==> src/rtl/wrs_pkg.sv <==
package wrs_pkg;

    localparam int AGE_W = 4;
    typedef logic [AGE_W-1:0] age_t;

    localparam age_t AGE_SAT = '1;
    localparam age_t MIN_WR_RD_GAP = age_t'(2);
    localparam int CL_MAX = 3;

    typedef enum logic [1:0] {
        BLC_2   = 2'b00,
        BLC_4   = 2'b01,
        BLC_8   = 2'b10,
        BLC_8X  = 2'b11
    } bl_code_e;

    typedef struct packed {
        logic dq_en;
        logic dqs_en;
        logic mask_both;
        logic mask_rise;
    } lane_ctl_t;

    function automatic age_t data_slots(input logic [1:0] code);
        case (bl_code_e'(code))
            BLC_2:   return age_t'(1);
            BLC_4:   return age_t'(2);
            default: return age_t'(4);
        endcase
    endfunction

endpackage

==> src/rtl/wrs_age_track.sv <==
module wrs_age_track
    import wrs_pkg::*;
(
    input  logic       clk,
    input  logic       rst,
    input  logic       wr_start,
    input  logic [1:0] bl_code,
    output age_t       age,
    output age_t       slots
);
    age_t age_q;
    age_t slots_q;

    always_ff @(posedge clk) begin
        if (rst) begin
            age_q   <= AGE_SAT;
            slots_q <= age_t'(1);
        end else if (wr_start) begin
            age_q   <= age_t'(1);
            slots_q <= data_slots(bl_code);
        end else if (age_q != AGE_SAT) begin
            age_q   <= age_q + age_t'(1);
        end
    end

    assign age   = wr_start ? '0 : age_q;
    assign slots = slots_q;
endmodule

==> src/rtl/wrs_read_gate.sv <==
module wrs_read_gate
    import wrs_pkg::*;
(
    input  logic clk,
    input  logic rst,
    input  logic wr_start,
    input  logic rd_req,
    input  age_t age,
    output logic issue
);
    logic pend_q;
    logic want;
    logic legal;

    assign want  = rd_req | pend_q;
    assign legal = !wr_start && (age >= MIN_WR_RD_GAP);
    assign issue = want && legal;

    always_ff @(posedge clk) begin
        if (rst) pend_q <= 1'b0;
        else     pend_q <= want && !legal;
    end
endmodule

==> src/rtl/wrs_lane_ctrl.sv <==
module wrs_lane_ctrl
    import wrs_pkg::*;
(
    input  logic      clk,
    input  logic      rst,
    input  logic      wr_start,
    input  age_t      age,
    input  age_t      slots,
    input  logic      issue,
    input  logic      rd_lat,
    output lane_ctl_t ctl,
    output logic      due
);
    logic                cut_q;
    logic                mnext_q;
    logic [CL_MAX-1:0]   due_sh_q;
    logic                in_burst;

    assign in_burst = (age >= age_t'(1)) && (age <= slots);

    always_ff @(posedge clk) begin
        if (rst) begin
            cut_q    <= 1'b0;
            mnext_q  <= 1'b0;
            due_sh_q <= '0;
        end else begin
            if (wr_start)   cut_q <= 1'b0;
            else if (issue) cut_q <= 1'b1;
            mnext_q  <= issue && in_burst && (age < slots);
            due_sh_q <= {due_sh_q[CL_MAX-2:0], issue};
        end
    end

    always_comb begin
        ctl.dq_en     = in_burst && !cut_q && !issue;
        ctl.dqs_en    = wr_start || ctl.dq_en;
        ctl.mask_both = issue && in_burst;
        ctl.mask_rise = (issue && in_burst) || mnext_q;
    end

    assign due = rd_lat ? due_sh_q[2] : due_sh_q[1];
endmodule

==> src/rtl/wr_rd_interrupt_sched.sv <==
module wr_rd_interrupt_sched
    import wrs_pkg::*;
#(
    parameter int BYTES = 2
) (
    input  logic               clk,
    input  logic               rst,
    input  logic               wr_start,
    input  logic [1:0]         bl_code,
    input  logic               rd_lat,
    input  logic               rd_req,
    output logic               read_issue,
    output logic               dq_oe,
    output logic               dqs_oe,
    output logic [2*BYTES-1:0] dm,
    output logic               rd_data_due
);
    age_t      age;
    age_t      slots;
    logic      issue;
    lane_ctl_t ctl;

    wrs_age_track u_age (
        .clk(clk), .rst(rst), .wr_start(wr_start), .bl_code(bl_code),
        .age(age), .slots(slots)
    );

    wrs_read_gate u_gate (
        .clk(clk), .rst(rst), .wr_start(wr_start), .rd_req(rd_req),
        .age(age), .issue(issue)
    );

    wrs_lane_ctrl u_lane (
        .clk(clk), .rst(rst), .wr_start(wr_start), .age(age), .slots(slots),
        .issue(issue), .rd_lat(rd_lat), .ctl(ctl), .due(rd_data_due)
    );

    generate
        for (genvar b = 0; b < BYTES; b++) begin : g_lane
            assign dm[b]         = ctl.mask_rise;
            assign dm[BYTES + b] = ctl.mask_both;
        end
    endgenerate

    assign read_issue = issue;
    assign dq_oe      = ctl.dq_en;
    assign dqs_oe     = ctl.dqs_en;
endmodule

==> config.mk <==
export PLATFORM = sky130hd
export DESIGN_NAME = wr_rd_interrupt_sched
export DESIGN_NICKNAME = d
export VERILOG_FILES = /design/src/rtl/wrs_pkg.sv /design/src/rtl/wrs_age_track.sv /design/src/rtl/wrs_read_gate.sv /design/src/rtl/wrs_lane_ctrl.sv /design/src/rtl/wr_rd_interrupt_sched.sv
export SDC_FILE = /design/constraint.sdc
export NUM_CORES = 1
export LEC_CHECK = 0
export CAP_MARGIN = 20
export CORE_MARGIN = 3
export CORE_UTILIZATION = 30
export CTS_BUF_LIST = sky130_fd_sc_hd__clkbuf_8
export CTS_CLUSTER_DIAMETER = 150
export CTS_CLUSTER_SIZE = 14
export DETAILED_ROUTE_END_ITERATION = 6
export PLACE_DENSITY_LB_ADDON = 0.12
export SLEW_MARGIN = 20
export SYNTH_ARGS = -nofsm -noshare
export SYNTH_HDL_FRONTEND = slang
export SYNTH_SLANG_ARGS = --single-unit
==> constraint.sdc <==
create_clock -name clk -period 3 [get_ports clk]
set_input_delay 0.45 -clock clk [delete_from_list [all_inputs] [get_ports clk]]
set_output_delay 0.45 -clock clk [all_outputs]
set_load 0.05 [all_outputs]
======== Word-level counts from Yosys, hierarchy flattened ========
Cells that the tools add are included.
cells by class
  add/sub/neg operators ................... 1
  multiply operators ...................... 0
  divide/modulo/power cells ............... 0
  magnitude comparators ................... 4
  equal/unequal tests ..................... 2
  shift-type cells ........................ 0
  muxes and demuxes ....................... 5
  bitwise gates (word level) .............. 1
  reduce and logical (&&, ||, !) cells .... 17
operators with widths
  kind                 count
  $mux 4               3
  $logic_and 1x1->1    8
  $pmux 3 s2           1
  $add 4x1->4 const B  1
  $ge 4x1->1 const B   1
  $ge 4x2->1 const B   1
  $le 4x4->1           1
  $logic_not 1->1      4
  $lt 4x4->1           1
  $ne 4x4->1 const B   1
  $eq 2x1->1 const B   1
  $logic_not 2->1      1
  $logic_or 1x1->1     2
  $reduce_bool 2->1    1
  $reduce_or 2->1      1
  $mux 1               1
  $or 1x1->1           1
word-level totals
  bits in registers ....................... 14
  latch bits .............................. 0
  memory bits (writable) .................. 0
  bits in read-only memories .............. 0
  input bits .............................. 7
  output and inout port bits .............. 8
  logic and storage cells ................. 37
  memories ................................ 0

======== Depth between registers and ports, before layout ========
  depth after elaboration ................. 7
  mapped depth ............................ 7
  depth with buffers taken out ............ 6

======== Hierarchy ========
A second synthesis with hierarchy kept.
second synthesis, totals
  cells, all modules ...................... 78
  area total of the unflattened synthesis .. 732.0 um^2
by module, submodules not included
  module                 instances  cells each  area an instance (um^2)
  wrs_age_track          1          35          332.8
  wrs_lane_ctrl          1          35          330.3
  wrs_read_gate          1          6           53.8
  wr_rd_interrupt_sched  1          2           15.0

======== Worst setup path before layout ========
OpenSTA, ideal clock, no wires.
  path type ............................... input to output
  start ................................... input wr_start
  end ..................................... output dq_oe
  arrival time ............................ 2.949 ns
  path slack .............................. -0.399 ns
  stages on the path ...................... 6
  buffers on the path ..................... 1
  cell sequence ........................... buf_1 > nor2b_1 > ha_1 > a21oi_1 > a21oi_1 > nor4_1
between the ends
  longest elaborated chain between the ends .. 6
  elaborated cells between the ends (all ways) .. 11
  classes of those cells .................. order compare: 3; mux: 1; reduce/logical: 7
ends and longest elaborated chain
  element                line                         text
  from (decl)            wr_rd_interrupt_sched.sv:8   input logic wr_start,
  $mux 4                 wrs_age_track.sv:26          assign age = wr_start ? '0 : age_q;
  $ge 4x2->1             wrs_read_gate.sv:16          assign legal = !wr_start && (age >= MIN_WR_RD_GAP);
  $logic_and 1x1->1      wrs_read_gate.sv:16
  $logic_and 1x1->1      wrs_read_gate.sv:17          assign issue = want && legal;
  $logic_not 1->1        wrs_lane_ctrl.sv:35          ctl.dq_en = in_burst && !cut_q && !issue;
  $logic_and 1x1->1 (*)  wrs_lane_ctrl.sv:35
  to (decl)              wr_rd_interrupt_sched.sv:13  output logic dq_oe,
Mark *: on every way between the ends. The rest lies on a longest branch, timed or not.

======== Worst setup path in the final report ========
  start ................................... input wr_start
  end ..................................... output dqs_oe
between the ends
  longest elaborated chain between the ends .. 7
  elaborated cells between the ends (all ways) .. 12
  classes of those cells .................. order compare: 3; mux: 1; reduce/logical: 8
ends and longest elaborated chain
  element               line                         text
  $mux 4                wrs_age_track.sv:26
  $ge 4x2->1            wrs_read_gate.sv:16
  $logic_and 1x1->1     wrs_read_gate.sv:16
  $logic_and 1x1->1     wrs_read_gate.sv:17
  $logic_not 1->1       wrs_lane_ctrl.sv:35
  $logic_and 1x1->1     wrs_lane_ctrl.sv:35
  $logic_or 1x1->1 (*)  wrs_lane_ctrl.sv:36          ctl.dqs_en = wr_start || ctl.dq_en;
  to (decl)             wr_rd_interrupt_sched.sv:14  output logic dqs_oe,
Marks and branches as above.

==> impl_results.md <==
- Outcome: finished, final reports clean
- Die W: roughly 54 um
- Antenna violations before repair: 0
- Tmin final: 2.80 ns
- Unrepaired setup endpoints after global routing: no
- NetSw: around 0.14 mW
- CP Class: input pin to primary output
- DRC Markers: 0
- Sw Share: 30.6%
- Nets: 102
- Sequential cell area: 260 sq um
- Fill count: 208
- Final setup viols: 0
- Register area share after synthesis: between 30% and 40%
- Clk_lat worst skew: 0.24 ns
- Htree depth: 1
- CP startpoint kind: input pin
- Io pins: 15
- CTS Buf Count: 3
- Met3 GRT Util: under 10%
- Post-synthesis net count: 84
- Clk pwr share: 32.5%
- Most frequent cells in the layout: 13 x dfxtp_1, 8 x clkdlybuf4s50_1, 8 x buf_4, 6 x nor2_1, 5 x inv_1
- Slowest stage cell on the critical path: clkdlybuf4s50_1
- Global-route wire length before repair: approximately 2500 um
- CTS tree: built
- Std cell rows: 16
- Combinational share of power: 25.8%
- Vias in the first global route: 516
- Grt peak-use layer: met2
- Hold Buf Count CTS: 0
- Final ANT Viol Nets: 0
- Commonest register cell after synthesis: dfxtp_1
- CTS clk-pin slew, worst paths: ~0.05 ns
- Critical R2R Launch: u_age.age_q[2]$_SDFFE_PP1P_
- Final Routed Wirelength: 1510 um
- Synth Instances: 73
- Multi-input logic area: 378 sq um
- Core ar.: 2060 sq um
- Endpoint arrival time on the critical path: 2.35 ns
- Postcts setup bufs: 0
- Max-Cap Viols: 0
- GRT met2 Usage: a little under a fifth
- GRT Total Usage: about 13%
- Headroom to the max-slew limit: 66.7%
- Fin Setup TNS: 0 ns
- Antenna diodes: 0
- Worst endpoint required time: between 2 and 3 ns
- Leak: around 0.39 nW
- Count of cell types in the netlist: 29
- Post-synth EDFFs: 0
- Internal: 0.328 mW
- Share of cells above drive strength 1: 22.2%
- Register bit count reported by yosys: 13
- Clock Skews: 0.000557 ns
- Hold Path Origin: u_lane.due_sh_q[0]$_SDFF_PP0_
- 1st-pass router iterations: 4
- Area Growth Syn to Fin: 33.8%
- Starting Density: around a third
- Synthesis warning total: 0
- Final period util: 93.4%
- Die ar.: 2880 sq um
- CTS Sinks: 13
- GRT overflow: 0
- Clock Path Buffers: 2
- Syn_area_per_cell: between 9 and 10 sq um
- Max incr delay on CP: approximately 0.55 ns
- Ys async rst share: 0%
- Placed inst area: 867 sq um
- Commonest non-fill, non-tap cell in the layout: dfxtp_1
- Post-DP HPWL: 1130 um
- GP Congestion: 0.726
- CP most frequent cell: a21oi_1
- Non-Filler Cell Area, Final: between 900 and 1000 sq um
- Worst Hold Class: register to register
- Maximum VDD drop: 0.000317 V
- Final core occ: 44.2%
- Die Y: 53.7 um
- Fmax: 357 MHz
- Port bufs: 14
- Iteration-0 DRC Markers: 10
- Via density: between 4 and 5
- Worst Path Buf+Inv: 2
- Worst-Margin Slew: 0.497 ns
- Largest net degree at the start of global routing: 10
- Final WS setup: 0.199 ns
- PwrDens: between 500 and 600 nW/um^2
- CP Launch Point: wr_start
- Max Slew Vio Count: 0
- Highest fanout seen on the critical path: 5
- Met1 usage: 14.9%
- Family with the most delay on the worst path: compound AO/OA/AOI/OAI gates
- Fin. Hold Viols: 0
- Drt wl/cell: 12.9 um
- Total Power: 0.473 mW
- Via count: 572
- Critical-path cell list: clkdlybuf4s50_1, nor2b_1, ha_1, a21oi_1, a21oi_1, o41ai_2, buf_12
- Synthesized area: 682 sq um
- Post-cts sizing count: 0
- Root Driver: clkbuf_8
- Worst setup EP type: primary output
- Flop pwr share: 41.6%
- Pre-CTS setup slack: 0.200 ns
synth_stat cells, drive strengths merged, types with 2 or more instances:
library cell | instances | share of area, %
dfxtp | 13 | 38
nor2 | 6 | 3.3
buf | 5 | 5.1
a21oi | 4 | 2.9
ha | 4 | 7.3
inv | 4 | 2.2
nand2 | 4 | 2.2
nor2b | 4 | 3.7
mux2i | 3 | 4.4
nand3 | 3 | 2.2
nor3 | 3 | 2.2
and3 | 2 | 1.8
nand3b | 2 | 2.2
nor4 | 2 | 1.8
o21ai | 2 | 1.5
o31ai | 2 | 2.2
path summary, 6_finish.rpt:
path                            cells past startpoint  slack (ns)                            end
worst min register to register                      1        0.46  u_lane.due_sh_q[1]$_SDFF_PP0_
worst max register to register                      6        1.55      u_lane.mnext_q$_SDFF_PP0_
worst max-delay path                                7        0.20                         dqs_oe
worst min-delay path                                1        0.46  u_lane.due_sh_q[1]$_SDFF_PP0_
layout make-up:
type / instances / area share (%)
repair buffers: 18 / 19.8
well taps: 27 / 3.70
clock inverters: 1 / 0.412
inverters: 4 / 1.65
multi-input cells: 51 / 41.4
clock buffers: 3 / 4.53
flip-flops and latches: 13 / 28.5
metal layers:
metal	up-vias	wire length [um]
li1	293	-
met1	258	721
met2	17	632
met3	4	102
met4	0	57
met5	-	0
registers in the layout (all words and copies together) (netlist names):
signal	flops
u_gate.pend_q	1
u_age.slots	3
u_lane.mnext_q	1
u_age.age_q	4
u_lane.cut_q	1
u_lane.due_sh_q	3
per-stage QoR:
| step | hold slack, ns | std cells |
|---|---|---|
| 2_1_floorplan | 0.414 | 73 |
| 3_3_place_gp | 0.418 | 113 |
| 3_5_place_dp | 0.446 | 113 |
| 4_1_cts | 0.459 | 117 |
| 5_1_grt | 0.472 | 117 |
| 6_report | 0.455 | 117 |
cells by family (layout without fill, tap and decap cells):
family | count (synthesis) | in the layout | synth area share (%)
AO/OA/AOI/OAI | 13 | 13 | 17.1
XOR/XNOR | 1 | 1 | 1.28
adder cells (fa/ha/maj) | 4 | 4 | 7.34
buffers and inverters | 9 | 26 | 7.34
flip-flops | 13 | 13 | 38.2
multiplexers | 4 | 4 | 6.06
AND/OR/NAND/NOR | 29 | 29 | 22.7
power groups by stage:
stage          registers [mW]  logic [mW]  clock network [mW]
2_1_floorplan           0.195      0.0888                   0
3_3_place_gp            0.200       0.121                   0
3_5_place_dp            0.200       0.121                   0
4_1_cts                 0.197       0.123               0.160
5_1_grt                 0.199       0.133               0.165
6_report                0.197       0.122               0.154
Note: power is estimated with default switching activity, not from simulation.
